--- src/rtl/mel_pkg.sv ---
package mel_pkg;
  localparam int unsigned NOTES  = 5;
  localparam int unsigned STEP_W = 4;
  localparam int unsigned STEPS  = 1 << STEP_W;

  typedef logic [NOTES-1:0]  note_t;
  typedef logic [STEP_W-1:0] step_t;

  // one-hot bit positions; bit 4 is C, bit 0 is G
  localparam int unsigned IDX_C = 4;
  localparam int unsigned IDX_D = 3;
  localparam int unsigned IDX_E = 2;
  localparam int unsigned IDX_F = 1;
  localparam int unsigned IDX_G = 0;

  function automatic note_t note_of_step(input step_t s);
    note_t n;
    n = '0;
    case (s)
      4'd8:                       n[IDX_C] = 1'b1;
      4'd5, 4'd6, 4'd9:           n[IDX_D] = 1'b1;
      4'd1, 4'd2, 4'd10:          n[IDX_E] = 1'b1;
      4'd4, 4'd11:                n[IDX_F] = 1'b1;
      4'd0, 4'd12, 4'd13, 4'd14:  n[IDX_G] = 1'b1;
      default:                    n = '0; // rests: 3, 7, 15
    endcase
    return n;
  endfunction
endpackage

--- src/rtl/mel_btn_sync.sv ---
module mel_btn_sync (
  input  logic clk,
  input  logic rst_n,
  input  logic btn_i,
  output logic rise_o
);
  logic meta_q, sync_q, prev_q;

  always_ff @(posedge clk or negedge rst_n) begin
    if (!rst_n) begin
      meta_q <= 1'b0;
      sync_q <= 1'b0;
      prev_q <= 1'b0;
    end else begin
      meta_q <= btn_i;
      sync_q <= meta_q;
      prev_q <= sync_q;
    end
  end

  assign rise_o = sync_q & ~prev_q;
endmodule

--- src/rtl/mel_tick_div.sv ---
module mel_tick_div #(
  parameter int unsigned STEP_CYCLES = 10_000_000
) (
  input  logic clk,
  input  logic rst_n,
  input  logic en_i,
  input  logic clr_i,
  output logic tick_o
);
  localparam int unsigned DIV_W = (STEP_CYCLES > 1) ? $clog2(STEP_CYCLES) : 1;
  localparam logic [DIV_W-1:0] LAST = DIV_W'(STEP_CYCLES - 1);

  logic [DIV_W-1:0] cnt_q, cnt_d;
  logic             cnt_en;
  logic             at_last;

  assign at_last = (cnt_q == LAST);
  assign cnt_en  = clr_i | en_i;
  assign tick_o  = en_i & ~clr_i & at_last;

  always_comb begin
    cnt_d = cnt_q;
    if (clr_i || at_last) cnt_d = '0;
    else                  cnt_d = cnt_q + 1'b1;
  end

  always_ff @(posedge clk or negedge rst_n) begin
    if (!rst_n)      cnt_q <= '0;
    else if (cnt_en) cnt_q <= cnt_d;
  end
endmodule

--- src/rtl/mel_step_ctr.sv ---
module mel_step_ctr
  import mel_pkg::*;
(
  input  logic  clk,
  input  logic  rst_n,
  input  logic  rise_i,
  input  logic  dir_i,
  input  logic  tick_i,
  output logic  start_o,
  output step_t step_o,
  output logic  busy_o,
  output logic  dir_q_o
);
  step_t step_q, step_d;
  logic  busy_q, busy_d;
  logic  dir_q, dir_d;
  logic  at_end;
  logic  upd_en;

  assign start_o = rise_i & ~busy_q;
  assign at_end  = dir_q ? (step_q == '0) : (step_q == '1);
  assign upd_en  = start_o | (busy_q & tick_i);

  always_comb begin
    step_d = step_q;
    busy_d = busy_q;
    dir_d  = dir_q;
    if (start_o) begin
      busy_d = 1'b1;
      dir_d  = dir_i;
      step_d = dir_i ? '1 : '0;
    end else if (busy_q && tick_i) begin
      if (at_end) begin
        busy_d = 1'b0;
        step_d = '0;
      end else if (dir_q) begin
        step_d = step_q - 1'b1;
      end else begin
        step_d = step_q + 1'b1;
      end
    end
  end

  always_ff @(posedge clk or negedge rst_n) begin
    if (!rst_n) begin
      step_q <= '0;
      busy_q <= 1'b0;
      dir_q  <= 1'b0;
    end else if (upd_en) begin
      step_q <= step_d;
      busy_q <= busy_d;
      dir_q  <= dir_d;
    end
  end

  assign step_o  = step_q;
  assign busy_o  = busy_q;
  assign dir_q_o = dir_q;
endmodule

--- src/rtl/mel_note_dec.sv ---
module mel_note_dec
  import mel_pkg::*;
(
  input  step_t step_i,
  input  logic  en_i,
  output note_t sel_o
);
  note_t raw;
  assign raw   = note_of_step(step_i);
  assign sel_o = en_i ? raw : '0;
endmodule

--- src/rtl/mel_tone_sel.sv ---
module mel_tone_sel
  import mel_pkg::*;
(
  input  note_t sel_i,
  input  note_t tone_i,
  output logic  audio_o
);
  note_t gated;
  for (genvar n = 0; n < NOTES; n++) begin : g_gate
    assign gated[n] = sel_i[n] & tone_i[n];
  end
  assign audio_o = |gated;
endmodule

--- src/rtl/mel_seq_top.sv ---
module mel_seq_top
  import mel_pkg::*;
#(
  parameter int unsigned STEP_CYCLES = 10_000_000
) (
  input  logic       clk,
  input  logic       rst_n,
  input  logic       btn_i,
  input  logic       dir_i,
  input  logic [4:0] tone_i,
  output logic       audio_o,
  output logic [4:0] note_sel_o,
  output logic [3:0] step_o,
  output logic       busy_o
);
  logic  rise;
  logic  tick;
  logic  start;
  logic  busy;
  logic  dir_q;
  step_t step;
  note_t sel;

  mel_btn_sync u_sync (
    .clk    (clk),
    .rst_n  (rst_n),
    .btn_i  (btn_i),
    .rise_o (rise)
  );

  mel_tick_div #(.STEP_CYCLES(STEP_CYCLES)) u_div (
    .clk    (clk),
    .rst_n  (rst_n),
    .en_i   (busy),
    .clr_i  (start),
    .tick_o (tick)
  );

  mel_step_ctr u_ctr (
    .clk     (clk),
    .rst_n   (rst_n),
    .rise_i  (rise),
    .dir_i   (dir_i),
    .tick_i  (tick),
    .start_o (start),
    .step_o  (step),
    .busy_o  (busy),
    .dir_q_o (dir_q)
  );

  mel_note_dec u_dec (
    .step_i (step),
    .en_i   (busy),
    .sel_o  (sel)
  );

  mel_tone_sel u_sel (
    .sel_i   (sel),
    .tone_i  (tone_i),
    .audio_o (audio_o)
  );

  assign note_sel_o = sel;
  assign step_o     = step;
  assign busy_o     = busy;
endmodule

--- config.mk ---
export PLATFORM = sky130hd
export DESIGN_NAME = mel_seq_top
export DESIGN_NICKNAME = d
export VERILOG_FILES = /design/src/rtl/mel_pkg.sv /design/src/rtl/mel_btn_sync.sv /design/src/rtl/mel_tick_div.sv /design/src/rtl/mel_step_ctr.sv /design/src/rtl/mel_note_dec.sv /design/src/rtl/mel_tone_sel.sv /design/src/rtl/mel_seq_top.sv
export SDC_FILE = /design/constraint.sdc
export NUM_CORES = 1
export LEC_CHECK = 0
export BUFFER_PORTS_ARGS = -buffer_cell sky130_fd_sc_hd__buf_2
export CORE_ASPECT_RATIO = 0.7
export CORE_MARGIN = 2
export CORE_UTILIZATION = 53
export CTS_CLUSTER_DIAMETER = 100
export DETAILED_ROUTE_END_ITERATION = 8
export GPL_ROUTABILITY_DRIVEN = 0
export PLACE_DENSITY = 0.73
export SYNTH_ARGS = -nofsm -noshare
export SYNTH_HDL_FRONTEND = slang
export SYNTH_SLANG_ARGS = --single-unit
--- constraint.sdc ---
create_clock -name clk -period 2.8 [get_ports clk]
set_input_delay 0.14 -clock clk [delete_from_list [all_inputs] [get_ports clk]]
set_output_delay 0.14 -clock clk [all_outputs]
set_load 0.005 [all_outputs]
==> impl_metrics.ini, run 1 <==
[clocking]
cts_made_buffers = 5
htree_levels = 2
holdBufCountCts = 2
cts_root_buf = clkbuf_8
clock_latency_ps = 280
clock_sinks = 33
postCtsSetupBuffers = 0
cts_tree = done
cts_resized = 0
clk_path_buf_depth = 2
cts.clk_slew.worst_paths_ps = 60

[yosys]
netlist_area_mm2 = 0.002001
synthTopCellsByArea = dfrtp_1 (41%), ha_1 (4.4%), nand2_1 (4.1%)
synth_most_common_cell = dfrtp_1
ys_ff_latch = 33
yosysUniqueCellTypes = 45
yosysWarnings = 0
synth_commonest_cells = dfrtp_1 (33), nand2_1 (22), nor2_1 (13), o21ai_0 (13)
ys.flop_type = dfrtp_1
syn-instance-count = 215
async_flop_share = 1.000
yosysTopAreaCell = dfrtp_1
synth_top_area_share = 0.4128
synth_nets = 231
avgSynthCellArea_um2 = 9.305
seq_area_frac_synth = 0.4128
synth_edf_count = 0

[critical_path]
cp.arrival_ps = 2110
end_kind = primary output
path_class = register to primary output
critical_path.max_stage_delay_ps = 440
critPathTopFamily = simple AND/OR/NAND/NOR gates
crit_buf_inv = 2
timing.rr.end = u_ctr.step_o[3]
startpoint_type = register
crit_chain = inv_1 > ha_1 > or3b_2 > a21boi_0 > a22oi_1 > nand2_1 > buf_2
r2r_slack_ps = 630
rr_startpoint = u_div.cnt_q[16]
critPathRequiredTime_ps = 2660
cp_slowest_cell = dfrtp_1
cp_max_fo = 6
rr_worst_depth = 5

[floorplan]
io_pins = 20
rows = 18
die_w_um = 77.44
coreArea_mm2 = 0.003558
start_util = 0.5622
dieArea_mm2 = 0.004290
die_y_um = 55.41

[detailed_routing]
drt-met1-wl_um = 2254
vias = 1694
dr.first_iter.drc_count = 105
maxUsedRoutingLayer = met4
dr_wl_met3_um = 163
firstDrtPassIters = 4
drc_errors = 0
wl_um = 4267
ant_nets = 0
wl_per_cell_um = 14.87
route.met2.wl_um = 1795
vias_per_cell = 5.902

[place]
post-place-ws_ps = 632.6
io_buffers = 19
dpl-instance-area_mm2 = 0.002136
hpwl_um = 3028
dpl.cell_count = 278

[power]
p_leak_nw = 1.021
peakVddDrop_v = 0.0002938
powerDensity_mw_per_mm2 = 519.5
power_mw = 1.165

[job]
maxCapViolations = 0

[worst_hold_path]
hold_depth = 3
worstHoldStart = dir_i
min_to = u_ctr.dir_q_o
hold_class = input port to register

[grt]
grt_pass1_vias = 1646
grt_pass1_wl_um = 7741
track_usage = 0.2230
gr-total-overflow = 0
antenna_found_initial = 0
grt_start_max_net_pins = 34

[timing]
maxSlewViolCount = 0
finalCriticalPeriod_ps = 2245
rsz0062_at_grt = no
slew_headroom = 0.5190
worst_pin_slew_ps = 721.4
setup-violations-final = 0
fin_tns_setup_ps = 0
skew_ps = 7.738
hold_slack_ps = 133.7
finalCritPeriodShare = 0.8019
worst_slack_ps = 554.6
fmax_mhz = 445.4
hold_violations = 0

[cells_and_area]
drive_gt1_frac = 0.1435
stdcell_area_mm2 = 0.002242
fillers = 321
synthToLayoutAreaGrowth_pct = 12.07
fin_nets = 253
final_util = 0.6301
diodes = 0
instances_no_fill = 287

[status]
outcome = complete, no violations
metal layers:
metal | GRT usage | up-vias
met4 | 0.07653 | 0
met2 | 0.3230 | 28
li1 | - | 838
met3 | 0.04575 | 6
met1 | 0.3312 | 822
met5 | 0 | -
sequential cells by signal (all words and copies together), names as in the netlist:
signal / count
u_div.cnt_q: 24
u_ctr.busy_o: 1
u_sync.sync_q: 1
u_sync.prev_q: 1
u_ctr.dir_q_o: 1
u_ctr.step_o: 4
u_sync.meta_q: 1
worst max-delay path by stage:
stage / from / to / cells after the start
floorplan: u_div.cnt_q[16] / u_ctr.step_o[2] / 6
global placement: u_div.cnt_q[16] / u_ctr.step_o[2] / 5
detailed placement: u_div.cnt_q[16] / u_ctr.step_o[2] / 5
CTS: u_ctr.step_o[0] / audio_o / 7
global route: u_ctr.step_o[0] / audio_o / 7
finish: u_ctr.step_o[1] / audio_o / 7
layout make-up:
class | instances | area (um^2) | area share
Sequential cell | 33 | 825.8 | 0.3683
Timing Repair Buffer | 23 | 130.1 | 0.05804
Tap cell | 50 | 62.56 | 0.02790
Multi-Input combinational cell | 169 | 1119 | 0.4989
Inverter | 5 | 18.77 | 0.008371
Clock buffer | 7 | 86.33 | 0.03850
worst reg2reg max path, delay by kind of cell (launching register included):
| family | cells | cell delay, ps |
|---|---|---|
| compound gates | 1 | 180 |
| simple gates | 4 | 1450 |
| flops | 1 | 460 |
placed cells by master (no fill, tap or decap), drive strengths merged, types with 3 or more instances in the layout:
cell     n
dfrtp   33
nand2   22
buf     21
o21ai   13
nor2    13
nand3   12
nor2b   11
nand4    9
and4     7
xnor2    7
ha       7
clkbuf   7
and3     6
a21o     6
nor4     6
inv      5
o211ai   4
nor3b    3
nor4b    3
nor3     3
a22o     3
a31oi    3
or3      3
xor2     3
power by group:
group	internal, mW	switching (mW)
sequential	0.530	0.0808
combinational	0.102	0.0961
clock	0.195	0.160
total	0.828	0.337
cells by family after synthesis:
group / share of synthesized area
and+or+nand+nor: 0.3258
AOI/OAI and AO/OA: 0.1407
DFF: 0.4128
buffers and inverters: 0.02815
xor gates and xnor gates: 0.04378
adders and majority gates: 0.04378
muxes: 0.005003
(Power assumes the default switching activity.)
==> inputs of run 2 (changes only) <==
PLACE_DENSITY = 0.76   (was 0.73)
clock period = 1.8 ns   (was 2.8 ns; I/O delays follow)
==> impl_metrics.ini, run 2 (synthesized netlist as in run 1, its figures left out) <==
[status]
outcome = finished with violations
failed_checks = setup timing

[cells_and_area]
regMostFlops = u_div.cnt_q
synthToLayoutAreaGrowth_pct = 44.34
final_cell_mix = buf_4 (44), dfrtp_1 (32), nand2_1 (20)
fillers = 214
fin_nets = 306
register_area_um2 = 827.0
multi_input_area_mm2 = 0.001289
diodes = 0
largest_reg_flops = 24
drive_gt1_frac = 0.4055
final_common_cell = buf_4

[timing]
fmax_mhz = 485.9
hold_violations = 0
fin_tns_setup_ps = -3775
skew_ps = 5.501
rsz0062_at_grt = yes
worst_slack_ps = -258.2
maxSlewViolCount = 0
finalCriticalPeriod_ps = 2058
worst_pin_slew_ps = 743.7
setup-violations-final = 27
slew_headroom = 0.5042
finalCritPeriodShare = 1.143

[job]
maxCapViolations = 0

[critical_path]
critPathRequiredTime_ps = 2020
crit_buf_inv = 0
crit_chain = or4b_4 > nor4_4 > nand3_2 > or4_1 > a31oi_1
cp.arrival_ps = 2280
startpoint_type = register
end_kind = register
cp_slowest_cell = or4b_4
critPathTopFamily = simple AND/OR/NAND/NOR gates
path_class = register to register
cp_max_fo = 4
critical_path.max_stage_delay_ps = 550

[grt]
gr-usage-met1 = 0.4170
antenna_found_initial = 0
track_usage = 0.2802
grt_pass1_wl_um = 9328
use_met2 = 0.4037
busiest_layer = met1
grt_start_max_net_pins = 34
grt_pass1_vias = 1874
gr-total-overflow = 0
grt_use_met3 = 0.05882

[detailed_routing]
dr.first_iter.drc_count = 213
drc_errors = 0
firstDrtPassIters = 7
wl_per_cell_um = 17.57
wl_um = 5993
ant_nets = 0
vias = 2070
vias_per_cell = 6.070

[clocking]
cts_root_buf = clkbuf_8
clock_sinks = 33
cts_tree = done
htree_levels = 2
clk_path_buf_depth = 2
clock_latency_ps = 300
cts.clk_slew.worst_paths_ps = 70
cts_made_buffers = 5

[place]
io_buffers = 19
hpwl_um = 3692
post-place-ws_ps = -318.1

[floorplan]
start_util = 0.5622
coreArea_mm2 = 0.003558
io_pins = 20
rows = 18
die_y_um = 55.41
die_w_um = 77.44
dieArea_mm2 = 0.004290

[worst_hold_path]
hold_class = input port to register

[power]
powerDensity_mw_per_mm2 = 740.8
peakVddDrop_v = 0.0007953
p_leak_nw = 1.352
[run 2: cell count changes in the layout (fill, tap and decap cells not counted), sizes merged]
cell	previous run	this run
buf	21	74
clkinv	0	2
clkbuf	7	6
[run 2: final timing paths]
check | from | end | slack (ps) | cells past startpoint
worst max-delay path | u_div.cnt_q[14] | u_ctr.step_o[3] | -260 | 5
worst min-delay path | dir_i | u_ctr.dir_q_o | 70 | 3
worst max register to register | u_div.cnt_q[14] | u_ctr.step_o[3] | -260 | 5
worst min register to register | u_sync.meta_q | u_sync.sync_q | 350 | 0
max in group asynchronous | rst_n | u_ctr.step_o[2] | 890 | 2
min in group asynchronous | rst_n | u_div.cnt_q[22] | 380 | 2
[run 2: final cells by class]
type                            instances  share of cell area
Inverter                                5            0.006499
Timing Repair Buffer                   76              0.2106
Tap cell                               50             0.02166
Clock buffer                            6             0.02513
Clock inverter                          2            0.003466
Sequential cell                        33              0.2864
Multi-Input combinational cell        169              0.4463
[run 2: power breakdown]
group | switching (mW) | internal [mW] | leakage, nW
sequential | 0.0669 | 0.826 | 0.423
combinational | 0.325 | 0.366 | 0.884
clock | 0.287 | 0.268 | 0.0450
total | 0.679 | 1.46 | 1.35
[run 2: tightest hold or removal path, cell delays in order]
cell and delay [ps]:
buf_2 100, nand2_1 80, nand2_1 70
[run 2: through the flow]
step | util | area, um^2 | total power [mW] | cells | hold slack (ps)
6_report | 0.8115 | 2888 | 2.139 | 341 | 71.27
5_1_grt | 0.8115 | 2888 | 2.248 | 341 | 110.2
4_1_cts | 0.7838 | 2789 | 2.028 | 339 | 61.50
3_5_place_dp | 0.6973 | 2481 | 1.450 | 320 | 188.2
3_3_place_gp | 0.6973 | 2481 | 1.434 | 320 | 185.2
2_1_floorplan | - | 2026 | 1.151 | 215 | -205.6
[run 2: timing repair]
action                                  4_1_cts  5_1_grt
pin swaps                                     7       16
endpoints found under the setup margin       26       29
gates cloned                                  3        0
hold buffers                                  2        0
hold endpoints to repair                     34        0
gates resized for setup                      24       30
setup buffers                                 6        6
[run 2: metal layers]
| layer | share of wire | wire, um |
|---|---|---|
| met5 | 0 | 0 |
| met2 | 0.47 | 2814 |
| met4 | 0.017 | 100 |
| met1 | 0.44 | 2613 |
| met3 | 0.078 | 465 |
==> inputs of run 3 (changes only) <==
RECOVER_POWER = 50   (was unset)
==> impl_metrics.ini, run 3 (synthesized netlist as in run 1, its figures left out) <==
[cells_and_area]
fillers = 214
largest_reg_flops = 24
final_common_cell = buf_4
stdcell_area_mm2 = 0.002888
final_cell_mix = buf_4 (44), dfrtp_1 (32), nand2_1 (20)
synthToLayoutAreaGrowth_pct = 44.34
diodes = 0
regMostFlops = u_div.cnt_q
fin_nets = 306
drive_gt1_frac = 0.4055

[clocking]
clock_sinks = 33
cts_made_buffers = 5
clock_latency_ps = 300
clk_path_buf_depth = 2
cts_root_buf = clkbuf_8
htree_levels = 2
cts.clk_slew.worst_paths_ps = 70
cts_tree = done

[power]
p_switching_uw = 679.4
p_leak_nw = 1.352
power_switching_share = 0.3176
powerDensity_mw_per_mm2 = 740.8
pwr-share-seq = 0.417
peakVddDrop_v = 0.0007953
power.clock.fraction = 0.259
pwr-share-comb = 0.323
internal_power_mw = 1.460
power_mw = 2.139

[timing]
fin_tns_setup_ps = -3775
worst_slack_ps = -258.2
maxSlewViolCount = 0
finalCritPeriodShare = 1.143
rsz0062_at_grt = yes
skew_ps = 5.501
fmax_mhz = 485.9
slew_headroom = 0.4481
hold_violations = 0
setup-violations-final = 27
finalCriticalPeriod_ps = 2058
worst_pin_slew_ps = 827.9

[detailed_routing]
vias = 2070
wl_per_cell_um = 17.57
vias_per_cell = 6.070
drc_errors = 0
dr.first_iter.drc_count = 213
ant_nets = 0
firstDrtPassIters = 7
wl_um = 5993

[place]
dpl-instance-area_mm2 = 0.002481
io_buffers = 19
hpwl_um = 3692

[floorplan]
io_pins = 20
start_util = 0.5622
dieArea_mm2 = 0.004290
coreArea_mm2 = 0.003558
die_w_um = 77.44
die_y_um = 55.41
rows = 18

[grt]
antenna_found_initial = 0
grt_start_max_net_pins = 34
grt_pass1_wl_um = 9328
grt_pass1_vias = 1874
gr-total-overflow = 0
track_usage = 0.2802

[status]
outcome = finished with violations
failed_checks = setup timing

[critical_path]
path_class = register to register
rr_worst_depth = 5
critPathRequiredTime_ps = 2020
cp.arrival_ps = 2280
end_kind = register
cp_max_fo = 4
startpoint_type = register

[job]
maxCapViolations = 0

[worst_hold_path]
hold_class = input port to register
hold_depth = 3
[run 3: cell count changes in the layout (fill, tap and decap cells not counted), sizes merged]
| cell | before | now |
|---|---|---|
| buf | 74 | 73 |
| clkbuf | 6 | 7 |
[run 3: through the flow]
step	std cells	hold WS, ps	util	setup WS (ps)
after floorplan	215	-205.6	-	-244.1
after global placement	320	185.2	0.6973	-249.4
after detailed placement	320	188.2	0.6973	-318.1
after CTS	339	61.50	0.7838	-229.2
after global routing	341	110.2	0.8115	-320.3
final	341	71.27	0.8115	-258.2
[run 3: layout make-up]
class / instances / area, um^2 / area share
clock buffer: 6 / 72.57 / 0.02513
clock inverter: 2 / 10.01 / 0.003466
inverter: 5 / 18.77 / 0.006499
multi-input combinational: 169 / 1289 / 0.4463
sequential: 33 / 827.0 / 0.2864
tap: 50 / 62.56 / 0.02166
timing repair buffer: 76 / 608.1 / 0.2106
[run 3: what timing repair did]
| action | in CTS | in global routing |
|---|---|---|
| hold buffers | 2 | 0 |
| endpoints found under the hold margin | 34 | 0 |
| pin swaps | 7 | 16 |
| resized for setup | 24 | 30 |
| buffers inserted | 6 | 6 |
| endpoints found under the setup margin | 26 | 29 |
| gates cloned | 3 | 0 |
[run 3: final timing paths]
path | start | endpoint | slack, ps
min reg2reg | u_sync.meta_q | u_sync.sync_q | 350
max | u_div.cnt_q[14] | u_ctr.step_o[3] | -260
min | dir_i | u_ctr.dir_q_o | 70
max reg2reg | u_div.cnt_q[14] | u_ctr.step_o[3] | -260
max in group asynchronous | rst_n | u_ctr.step_o[2] | 800
min in group asynchronous | rst_n | u_div.cnt_q[22] | 410
[run 3: layer usage]
layer / share of wire / GRT usage / vias to the layer above / routed length (um)
met5: 0 / 0 / - / 0
met4: 0.017 / 0.09694 / 0 / 100
met3: 0.078 / 0.05882 / 9 / 465
met2: 0.47 / 0.4037 / 96 / 2814
met1: 0.44 / 0.4170 / 1015 / 2613
li1: - / - / 950 / -
[run 3: worst max-delay path: stages (launching register included)]
cell and delay, ps:
dfrtp_1 380, or4b_4 550, nor4_4 210, nand3_2 160, or4_1 510, a31oi_1 170
[run 3: power by group through the flow]
stage          clock network, mW  logic [mW]  registers (mW)
6_report                   0.555       0.692           0.893
3_3_place_gp                   0       0.538           0.896
5_1_grt                    0.587       0.761           0.900
3_5_place_dp                   0       0.552           0.897
4_1_cts                    0.554       0.589           0.885
2_1_floorplan                  0       0.239           0.912
